## config.mk

```make
export PLATFORM = sky130hd
export DESIGN_NAME = rowovh_gen
export DESIGN_NICKNAME = d
export VERILOG_FILES = /design/src/rtl/rowovh_pkg.sv /design/src/rtl/rowovh_regs.sv /design/src/rtl/rowovh_tick.sv /design/src/rtl/rowovh_seq.sv /design/src/rtl/rowovh_gen.sv
export SDC_FILE = /design/constraint.sdc
export NUM_CORES = 1
export LEC_CHECK = 0
export ABC_AREA = 1
export BUFFER_PORTS_ARGS = -buffer_cell sky130_fd_sc_hd__buf_2
export CAP_MARGIN = 25
export CELL_PAD_IN_SITES_DETAIL_PLACEMENT = 1
export CELL_PAD_IN_SITES_GLOBAL_PLACEMENT = 1
export CORE_AREA = 5 5 70 78
export DETAILED_ROUTE_END_ITERATION = 10
export DIE_AREA = 0 0 75 83
export GPL_TIMING_DRIVEN = 0
export HOLD_SLACK_MARGIN = 0.05
export PLACE_DENSITY = 0.69
export SETUP_SLACK_MARGIN = 0.3
export SLEW_MARGIN = 15
export SYNTH_ARGS = -nofsm -noshare
export SYNTH_HDL_FRONTEND = slang
export SYNTH_SLANG_ARGS = --single-unit
export TNS_END_PERCENT = 10
```

## constraint.sdc

```tcl
create_clock -name clk -period 4.38 [get_ports clk]
set_input_delay 0.219 -clock clk [delete_from_list [all_inputs] [get_ports clk]]
set_output_delay 0.219 -clock clk [all_outputs]
set_load 0.01 [all_outputs]
```

## src/rtl/rowovh_pkg.sv

```systemverilog
package rowovh_pkg;

   localparam int REG_W = 8;

   // control fields, LSB first: pwr_dn=0, seq_run=1, reduced=2, dual=3, pre_sel=5:4
   typedef struct packed {
      logic [1:0] pre_sel;
      logic       dual;
      logic       reduced;
      logic       seq_run;
      logic       pwr_dn;
   } ctrl_t;

   localparam int CTRL_FW = $bits(ctrl_t);

endpackage

```

## src/rtl/rowovh_regs.sv

```systemverilog
module rowovh_regs
   import rowovh_pkg::*;
#(
   parameter int TIMER_W = 5,
   parameter logic [TIMER_W-1:0] TIMER_RST = 5'b00111
) (
   input  logic               clk,
   input  logic               rst_n,
   input  logic               ctrl_wr,
   input  logic [REG_W-1:0]   ctrl_din,
   input  logic               timer_wr,
   input  logic [REG_W-1:0]   timer_din,
   output ctrl_t              ctrl_q,
   output logic [TIMER_W-1:0] timer_q
);

   if (TIMER_W < 1 || TIMER_W >= REG_W) begin : g_bad_timer_w
      $error("rowovh_regs: TIMER_W must lie in 1..REG_W-1");
   end

   logic unused_ctrl_hi;
   logic unused_timer_hi;
   assign unused_ctrl_hi  = ^ctrl_din[REG_W-1:CTRL_FW];
   assign unused_timer_hi = ^timer_din[REG_W-1:TIMER_W];

   always_ff @(posedge clk or negedge rst_n) begin
      if (!rst_n) begin
         ctrl_q <= '0;
      end else if (ctrl_wr) begin
         ctrl_q <= ctrl_t'(ctrl_din[CTRL_FW-1:0]);
      end
   end

   always_ff @(posedge clk or negedge rst_n) begin
      if (!rst_n) begin
         timer_q <= TIMER_RST;
      end else if (timer_wr) begin
         timer_q <= timer_din[TIMER_W-1:0];
      end
   end

endmodule

```

## src/rtl/rowovh_tick.sv

```systemverilog
module rowovh_tick #(
   parameter int DIV = 4
) (
   input  logic clk,
   input  logic rst_n,
   input  logic clr,
   input  logic adv,
   output logic tick
);

   if (DIV < 1) begin : g_bad_div
      $error("rowovh_tick: DIV must be at least 1");
   end

   if (DIV == 1) begin : g_pass
      assign tick = adv & ~clr;
   end else begin : g_div
      localparam int SUB_W = $clog2(DIV);
      localparam logic [SUB_W-1:0] SUB_LAST = SUB_W'(DIV - 1);

      logic [SUB_W-1:0] sub_q;

      always_ff @(posedge clk or negedge rst_n) begin
         if (!rst_n) begin
            sub_q <= '0;
         end else if (clr) begin
            sub_q <= '0;
         end else if (adv) begin
            sub_q <= (sub_q == SUB_LAST) ? '0 : sub_q + 1'b1;
         end
      end

      assign tick = adv & ~clr & (sub_q == SUB_LAST);


      tick_spacing_chk: assert property (@(posedge clk) disable iff (!rst_n)
         tick |=> !tick)
         else $error("sensor tick repeated on consecutive master cycles");
   end

endmodule

```

## src/rtl/rowovh_seq.sv

```systemverilog
module rowovh_seq
   import rowovh_pkg::*;
#(
   parameter int TIMER_W  = 5,
   parameter int LONG_LEN = 35,
   parameter int LEN_OFS  = 2,
   parameter int PRE_MAX  = 3
) (
   input  logic               clk,
   input  logic               rst_n,
   input  logic               row_req,
   input  logic               blocked,
   input  logic               tick,
   input  ctrl_t              cfg,
   input  logic [TIMER_W-1:0] timer,
   output logic               tick_clr,
   output logic               active,
   output logic               prech,
   output logic               done
);

   localparam int SHORT_MAX = (1 << TIMER_W) - 1 + LEN_OFS;
   localparam int LEN_MAX   = (LONG_LEN > SHORT_MAX) ? LONG_LEN : SHORT_MAX;
   localparam int CNT_W     = $clog2(LEN_MAX + 1);
   localparam int W_W       = $clog2(PRE_MAX + 1);

   if (LONG_LEN < 1 || LEN_OFS < 1) begin : g_bad_len
      $error("rowovh_seq: period lengths must be positive");
   end
   if (PRE_MAX < 1 || W_W >= CNT_W) begin : g_bad_pre
      $error("rowovh_seq: PRE_MAX out of range");
   end

   logic             act_q;
   logic [CNT_W-1:0] scnt_q;
   logic [CNT_W-1:0] len_q;
   logic [W_W-1:0]   wid_q;
   logic             done_q;

   logic [CNT_W-1:0] len_nxt;
   logic [W_W:0]     wid_raw;
   logic [W_W-1:0]   wid_nxt;
   logic             start_ok;
   logic             last;

   always_comb begin
      len_nxt = cfg.reduced ? (CNT_W'(timer) + CNT_W'(LEN_OFS)) : CNT_W'(LONG_LEN);
      wid_raw = (W_W+1)'(cfg.pre_sel) + 1'b1;
      wid_nxt = (wid_raw > (W_W+1)'(PRE_MAX)) ? W_W'(PRE_MAX) : wid_raw[W_W-1:0];
   end

   assign start_ok = row_req & ~act_q & ~blocked;
   assign last     = act_q & tick & (scnt_q == len_q - 1'b1);
   assign tick_clr = ~act_q | blocked;

   always_ff @(posedge clk or negedge rst_n) begin
      if (!rst_n) begin
         act_q  <= 1'b0;
         scnt_q <= '0;
         len_q  <= '0;
         wid_q  <= '0;
      end else if (blocked) begin
         act_q  <= 1'b0;
         scnt_q <= '0;
      end else if (start_ok) begin
         act_q  <= 1'b1;
         scnt_q <= '0;
         len_q  <= len_nxt;
         wid_q  <= wid_nxt;
      end else if (act_q && tick) begin
         if (last) begin
            act_q  <= 1'b0;
            scnt_q <= '0;
         end else begin
            scnt_q <= scnt_q + 1'b1;
         end
      end
   end

   always_ff @(posedge clk or negedge rst_n) begin
      if (!rst_n) begin
         done_q <= 1'b0;
      end else begin
         done_q <= last & ~blocked;
      end
   end

   assign active = act_q;
   assign prech  = act_q & (scnt_q < {{(CNT_W-W_W){1'b0}}, wid_q});
   assign done   = done_q;


   done_pulse_chk: assert property (@(posedge clk) disable iff (!rst_n)
      done |=> !done)
      else $error("done strobe wider than one cycle");


   done_after_end_chk: assert property (@(posedge clk) disable iff (!rst_n)
      done |-> (!active && $past(active)))
      else $error("done strobe not right after the period");


   prech_inside_chk: assert property (@(posedge clk) disable iff (!rst_n)
      prech |-> active)
      else $error("precharge outside the period");


   prech_at_start_chk: assert property (@(posedge clk) disable iff (!rst_n)
      $rose(active) |-> prech)
      else $error("precharge missing at period start");


   blocked_idle_chk: assert property (@(posedge clk) disable iff (!rst_n)
      $past(blocked) |-> (!active && !done))
      else $error("period ran while blocked");


   count_bound_chk: assert property (@(posedge clk) disable iff (!rst_n)
      active |-> (scnt_q < len_q))
      else $error("sensor count beyond period length");

endmodule

```

## src/rtl/rowovh_gen.sv

```systemverilog
module rowovh_gen
   import rowovh_pkg::*;
#(
   parameter int TIMER_W  = 5,
   parameter int TICK_DIV = 4,
   parameter int LONG_LEN = 35,
   parameter int LEN_OFS  = 2,
   parameter int PRE_MAX  = 3,
   parameter logic [TIMER_W-1:0] TIMER_RST = 5'b00111
) (
   input  logic             clk,
   input  logic             rst_n,
   input  logic             ctrl_wr,
   input  logic [REG_W-1:0] ctrl_din,
   input  logic             timer_wr,
   input  logic [REG_W-1:0] timer_din,
   input  logic             row_req,
   output logic             ovh_active,
   output logic             prech,
   output logic             ovh_done,
   output logic             pwr_down,
   output logic             seq_hold,
   output logic             dual_slope
);

   ctrl_t              ctrl_q;
   logic [TIMER_W-1:0] timer_q;
   logic               blocked;
   logic               tick;
   logic               tick_clr;
   logic               act;

   rowovh_regs #(
      .TIMER_W   (TIMER_W),
      .TIMER_RST (TIMER_RST)
   ) u_regs (
      .clk       (clk),
      .rst_n     (rst_n),
      .ctrl_wr   (ctrl_wr),
      .ctrl_din  (ctrl_din),
      .timer_wr  (timer_wr),
      .timer_din (timer_din),
      .ctrl_q    (ctrl_q),
      .timer_q   (timer_q)
   );

   assign blocked = ~ctrl_q.seq_run | ctrl_q.pwr_dn;

   rowovh_tick #(
      .DIV (TICK_DIV)
   ) u_tick (
      .clk   (clk),
      .rst_n (rst_n),
      .clr   (tick_clr),
      .adv   (act),
      .tick  (tick)
   );

   rowovh_seq #(
      .TIMER_W  (TIMER_W),
      .LONG_LEN (LONG_LEN),
      .LEN_OFS  (LEN_OFS),
      .PRE_MAX  (PRE_MAX)
   ) u_seq (
      .clk      (clk),
      .rst_n    (rst_n),
      .row_req  (row_req),
      .blocked  (blocked),
      .tick     (tick),
      .cfg      (ctrl_q),
      .timer    (timer_q),
      .tick_clr (tick_clr),
      .active   (act),
      .prech    (prech),
      .done     (ovh_done)
   );

   assign ovh_active = act;
   assign pwr_down   = ctrl_q.pwr_dn;
   assign seq_hold   = ~ctrl_q.seq_run;
   assign dual_slope = ctrl_q.dual;


   hold_follows_reg_chk: assert property (@(posedge clk) disable iff (!rst_n)
      $past(ctrl_wr) |-> (seq_hold == !$past(ctrl_din[1])))
      else $error("sequencer hold does not follow the control write");

endmodule

```

==> results of run 1 <==
==> power by group through the flow <==
stage	logic [mW]	clock network, mW	registers, mW
6_report	0.133	0.212	0.322
2_1_floorplan	0.0924	0	0.322
3_5_place_dp	0.134	0	0.327
5_1_grt	0.155	0.234	0.326
3_3_place_gp	0.132	0	0.325
4_1_cts	0.137	0.222	0.323
==> state kept, by name (all words and copies together) (netlist names) <==
signal	flops
u_seq.scnt_q	6
u_seq.wid_q	2
u_seq.len_q	6
u_regs.ctrl_q	6
u_tick.g_div.sub_q	2
u_seq.active	1
u_seq.done	1
u_regs.timer_q	5
==> placed cells by master, fill, tap and decap left out <==
cell type      instances
ha_1                   5
mux2_2                 3
nand3_1               10
a21oi_1                3
o21ai_0               14
buf_2                 19
a2111oi_0              1
o31ai_1                1
a22oi_1                3
dfrtp_1               26
nand2_1               50
nor2_1                19
nand3b_1               1
inv_2                  2
dfstp_2                3
or2_2                  1
clkinv_2               2
xnor2_1                1
nor2_2                 2
clkbuf_1               3
clkbuf_8               5
nor3_4                 1
nand2_2                1
xor2_1                 4
nand4_1                2
a31oi_1                1
o211ai_1               1
inv_4                  1
dlygate4sd3_1          1
inv_1                 27
nor3_1                 2
==> routing by layer <==
metal,global-route usage,part of all wire,up-vias
li1,-,-,643
met3,0.0338,0.027,5
met1,0.153,0.45,597
met4,0.0485,0.019,0
met5,0,0,-
met2,0.200,0.51,19
==> how the worst min path moves through the flow <==
| stage | to | slack, ns | cells after the start |
|---|---|---|---|
| after floorplan | u_regs.ctrl_q[0]$_DFFE_PN0P_ | -0.08 | 0 |
| after global placement | u_regs.ctrl_q[0]$_DFFE_PN0P_ | 0.29 | 1 |
| after detailed placement | u_regs.ctrl_q[1]$_DFFE_PN0P_ | 0.29 | 1 |
| after CTS | u_regs.ctrl_q[5]$_DFFE_PN0P_ | 0.13 | 3 |
| after global routing | u_regs.timer_q[0]$_DFFE_PN1P_ | 0.15 | 3 |
| final | u_regs.ctrl_q[1]$_DFFE_PN0P_ | 0.14 | 3 |
==> repair_timing <==
item	in CTS	in global routing
buffers inserted	0	0
hold buffers	1	0
hold endpoints to repair	26	0
==> per-stage QoR <==
step / util / power, mW
CTS: 0.385 / 0.681
finish: 0.385 / 0.666
floorplan: - / 0.414
global placement: 0.365 / 0.457
detailed placement: 0.365 / 0.461
global route: 0.385 / 0.715
==> cell type report <==
class	count	area, um2
Multi-Input combinational cell	126	658
Tap cell	56	70.1
Timing Repair Buffer	20	105
Sequential cell	29	729
Clock buffer	6	72.6
Clock inverter	2	10.0
Fill cell	569	2820
Inverter	30	115
Buffer	2	7.51
==> tightest hold or removal path: stages <==
cell and delay, ns:
buf_2 0.07, nand2_1 0.04, o21ai_0 0.05
==> cell families after synthesis <==
kind of cell,after synthesis
AO/OA/AOI/OAI,24
XOR/XNOR,5
adder cells (fa/ha/maj),5
buffers and inverters,32
flip-flops,29
multiplexers,3
AND/OR/NAND/NOR,89
==> impl_metrics.yaml, run 1 <==
sta:
  rsz0062_at_grt: "false"
  skew_ns: 0.00800
  fin_ws_ns: 2.47
  finalCriticalPeriod_ns: 1.91
  finalSetupTns_ns: 0
  maxSlewViolCount: 0
  setup_violations: 0
  finalHoldViolations: 0
  fin_hold_ws_ns: 0.143
  max-slew-margin-rel: 0.561
  worstMarginPinSlew_ns: 0.659
  finalCritPeriodShare: 0.437
  max_freq_ghz: 0.522
power:
  p_leak_nw: 0.881
  clkPwrFrac: 0.317
  power_density_mw_per_mm2: 377
  seq_power_share: 0.483
  switchingPower_mw: 0.206
  peakVddDrop_v: 0.000197
  swShare: 0.309
  power_frac_comb: 0.199
  internal_power_mw: 0.461
clock_tree:
  htreeDepth: 2
  cts_tree: "yes"
  cts_made_buffers: 5
  cts.repair.resized: 0
  cts.path.max_buffers: 2
  clock_sinks: 29
  clk_latency_ns: 0.28
  clockRootBuffer: "clkbuf_8"
  cts.clk_slew.worst_paths_ns: 0.07
hold_path:
  min_from: "ctrl_din[1]"
  min_path_type: "input port to flip-flop"
place:
  place.gp.congestion: 0.743
  pre_cts_slack_ns: 2.58
  dp.cells: 262
  port_buffers: 19
  dpl.hpwl_mm: 2.63
  place_area_mm2: 0.00168
floorplan:
  initial_core_util: 0.329
  num_rows: 26
  die_area_mm2: 0.00623
  coreArea_mm2: 0.00459
  die_x_um: 75
  io_pins: 27
  die_h_um: 83
routing:
  routed_via_density: 4.66
  ant_nets: 0
  wire_per_inst_um: 12.4
  drc: 0
  routed_wl_mm: 3.36
  vias: 1264
  drtIter0Drc: 38
  drtPass1Iterations: 4
synth:
  synth_mux_area_frac: 0.0224
  synthAdderAreaFrac: 0.0414
  syn_area_mm2: 0.00151
  ys_types: 27
  synth_area_leader_cell: "dfrtp_1"
  synth_warnings: 0
  ys_ff_latch: 29
  synth.most_common_cell: "nand2_1"
  synth_top_family_by_area: "simple AND/OR/NAND/NOR gates"
  synth_edf_count: 0
  synth_compound_area_frac: 0.0911
  synth.area.top_cells: "dfrtp_1 (43%), nand2_1 (12%), inv_1 (6.7%), dfstp_2 (5.2%), nor2_1 (4.7%)"
  async_flop_share: 1.00
  synthSimpleGateAreaFrac: 0.252
  avgSynthCellArea_um2: 8.08
  yosysTopAreaCellShare: 0.431
  synth_xor_xnor_area_share: 0.0290
  synth_common_cells: "nand2_1 (50), inv_1 (27), dfrtp_1 (26)"
  seq_area_frac_synth: 0.483
  ys.flop_type: "dfrtp_1"
  syn_inst: 187
  syn_nets: 213
global_routing:
  grt_util_all_layers: 0.124
  globalRouteOverflowTotal: 0
  grt_pass1_wl_mm: 6.06
  grt_max_degree: 30
  antenna_found_initial: 0
  grt_pass1_vias: 1344
layout:
  final_layout_size_suffix_gt1_frac: 0.186
  area_growth_pct: 17.1
  final_area_mm2: 0.00177
  layout.nets: 240
  instances_no_fill: 271
  diodes: 0
setup_path:
  required_ns: 4.16
  crit_arrival_ns: 1.70
  endpoint: "prech"
  cp_top_family: "flip-flops"
  cp_slowest_cell: "dfrtp_1"
  end_kind: "output port"
  reg2reg_depth: 11
  startpoint_type: "flip-flop"
  cp_cell_sequence: "ha_1, a2111oi_0, buf_2"
  ff2ff_setup_slack_ns: 2.62
  worst_r2r_endpoint: "u_seq.scnt_q[5]$_DFFE_PN0P_"
  timing.setup.critical_path_class: "flip-flop to output port"
  path_max_fanout: 6
  r2r-start: "u_seq.len_q[0]$_DFFE_PN0P_"
  slowest_delay_ns: 0.45
  startpoint: "u_seq.scnt_q[1]$_DFFE_PN0P_"
  worst-path-stages: 3
  cp_num_buf_inv: 1
outcome:
  run_status: "finished, final reports clean"
run:
  cap_viol_max_count: 0
(Power assumes the default switching activity.)
==> run 2: changes to the inputs <==
clock period = 1.9 ns   (was 4.38 ns; I/O delays follow)
==> impl_metrics.yaml, run 2 (synthesized netlist as in run 1, its figures left out) <==
global_routing:
  antenna_found_initial: 0
  grt_pass1_wl_mm: 6.36
  grt_max_degree: 30
  globalRouteOverflowTotal: 0
  grt_pass1_vias: 1373
  grt_util_all_layers: 0.131
sta:
  setup_violations: 0
  finalCritPeriodShare: 0.824
  max_freq_ghz: 0.639
  maxSlewViolCount: 0
  rsz0062_at_grt: "true"
  fin_ws_ns: 0.335
  skew_ns: 0.00863
  finalCriticalPeriod_ns: 1.56
  worstMarginPinSlew_ns: 0.675
  finalSetupTns_ns: 0
  finalHoldViolations: 0
  max-slew-margin-rel: 0.550
hold_path:
  whs_path_depth: 3
  min_path_type: "input port to flip-flop"
  hold_end: "u_regs.ctrl_q[2]$_DFFE_PN0P_"
  min_from: "ctrl_din[2]"
routing:
  drc: 0
  vias: 1329
  drtIter0Drc: 37
  wire_per_inst_um: 12.7
  drtPass1Iterations: 4
  ant_nets: 0
  routed_wl_mm: 3.66
  routed_via_density: 4.63
place:
  dpl.hpwl_mm: 2.63
  place.gp.congestion: 0.743
  pre_cts_slack_ns: 0.105
  port_buffers: 19
layout:
  multi_input_area_um2: 711
  final_common_cell: "nand2_1"
  final_layout_size_suffix_gt1_frac: 0.247
  layout.nets: 256
  diodes: 0
  top_regs: "u_regs.ctrl_q x6, u_seq.len_q x6, u_seq.scnt_q x6"
  final_cell_mix: "nand2_1 (49), dfrtp_1 (25), inv_1 (24)"
  fill_cells: 562
  area_growth_pct: 30.2
  regArea_um2: 731
setup_path:
  worst_r2r_endpoint: "u_seq.scnt_q[1]$_DFFE_PN0P_"
  cp_top_family: "flip-flops"
  reg2reg_depth: 8
  cp_cell_sequence: "inv_1, ha_4, a2111oi_4, buf_2"
  end_kind: "output port"
  required_ns: 1.80
  cp_slowest_cell: "dfrtp_1"
  ff2ff_setup_slack_ns: 0.36
  timing.setup.critical_path_class: "flip-flop to output port"
  r2r-start: "u_seq.len_q[1]$_DFFE_PN0P_"
  slowest_delay_ns: 0.37
  path_max_fanout: 2
  crit_arrival_ns: 1.47
  cp_num_buf_inv: 2
  startpoint_type: "flip-flop"
power:
  peakVddDrop_v: 0.000475
  internal_power_mw: 1.11
  switchingPower_mw: 0.508
  power_density_mw_per_mm2: 822
  clkPwrFrac: 0.301
  p_leak_nw: 0.948
  swShare: 0.314
  power_frac_comb: 0.240
  seq_power_share: 0.459
floorplan:
  die_area_mm2: 0.00623
  coreArea_mm2: 0.00459
  die_x_um: 75
  num_rows: 26
  initial_core_util: 0.329
  die_h_um: 83
  io_pins: 27
outcome:
  run_status: "finished, final reports clean"
clock_tree:
  cts_tree: "yes"
  cts_made_buffers: 5
  cts.clk_slew.worst_paths_ns: 0.06
  clock_sinks: 29
  cts.path.max_buffers: 2
  htreeDepth: 2
  clockRootBuffer: "clkbuf_8"
  clk_latency_ns: 0.28
run:
  cap_viol_max_count: 0
[run 2: cell types whose count changed in the layout (fill, tap and decap cells not counted), moves of 2 or more]
cell,delta
ha_1,-2
buf_4,+6
dlygate4sd3_1,+10
inv_1,-3
inv_2,+3
[run 2: cell type report]
cell class	count	share of cell area
inverters	30	0.0585
multi-input cells	126	0.361
clock buffers	6	0.0369
well taps	56	0.0356
clock inverters	2	0.00509
flip-flops and latches	29	0.372
plain buffers	2	0.00382
repair buffers	36	0.127
[run 2: repair_timing]
item,4_1_cts,5_1_grt
hold endpoints to repair,36,0
resized for setup,11,3
hold buffers,11,0
pin swaps,3,4
buffers inserted,3,3
endpoints found under the setup margin,8,14
[run 2: worst register-to-register path, cell delays in order (launching register included)]
cell	delay, ns
dfrtp_1	0.38
inv_2	0.07
ha_2	0.28
or2_2	0.29
nand4_1	0.08
nor2_2	0.07
nand2_1	0.06
nand3_1	0.09
o21ai_0	0.15
[run 2: per-stage QoR]
stage | utilization | area [um2] | instances | hold WS (ns) | total power [mW]
after CTS | 0.421 | 1930 | 284 | 0.0539 | 1.62
final | 0.429 | 1970 | 287 | 0.0509 | 1.62
after floorplan | - | 1510 | 187 | -0.201 | 0.955
after detailed placement | 0.365 | 1680 | 262 | 0.164 | 1.06
after global routing | 0.429 | 1970 | 287 | 0.0769 | 1.73
after global placement | 0.365 | 1680 | 262 | 0.163 | 1.05
[run 2: worst max-delay path by stage]
stage	end	slack [ns]	cells after the start	from
global placement	u_seq.scnt_q[5]$_DFFE_PN0P_	0.15	11	u_seq.len_q[0]$_DFFE_PN0P_
floorplan	u_seq.scnt_q[2]$_DFFE_PN0P_	0.42	8	u_seq.len_q[0]$_DFFE_PN0P_
global route	prech	0.21	5	u_seq.scnt_q[1]$_DFFE_PN0P_
finish	prech	0.34	4	u_seq.wid_q[1]$_DFFE_PN0P_
detailed placement	u_seq.scnt_q[5]$_DFFE_PN0P_	0.10	11	u_seq.len_q[0]$_DFFE_PN0P_
CTS	prech	0.30	4	u_seq.wid_q[1]$_DFFE_PN0P_
[run 2: per-layer routing]
layer,GRT usage,up-vias,part of all wire
met5,0,-,0
met1,0.158,627,0.43
li1,-,678,-
met3,0.0326,5,0.028
met4,0.0485,0,0.016
met2,0.219,19,0.52
[run 2: power groups by stage]
stage / combinational (mW) / sequential (mW) / clock (mW)
6_report: 0.387 / 0.742 / 0.486
5_1_grt: 0.439 / 0.752 / 0.539
4_1_cts: 0.366 / 0.745 / 0.511
3_5_place_dp: 0.308 / 0.754 / 0
3_3_place_gp: 0.303 / 0.750 / 0
2_1_floorplan: 0.213 / 0.742 / 0
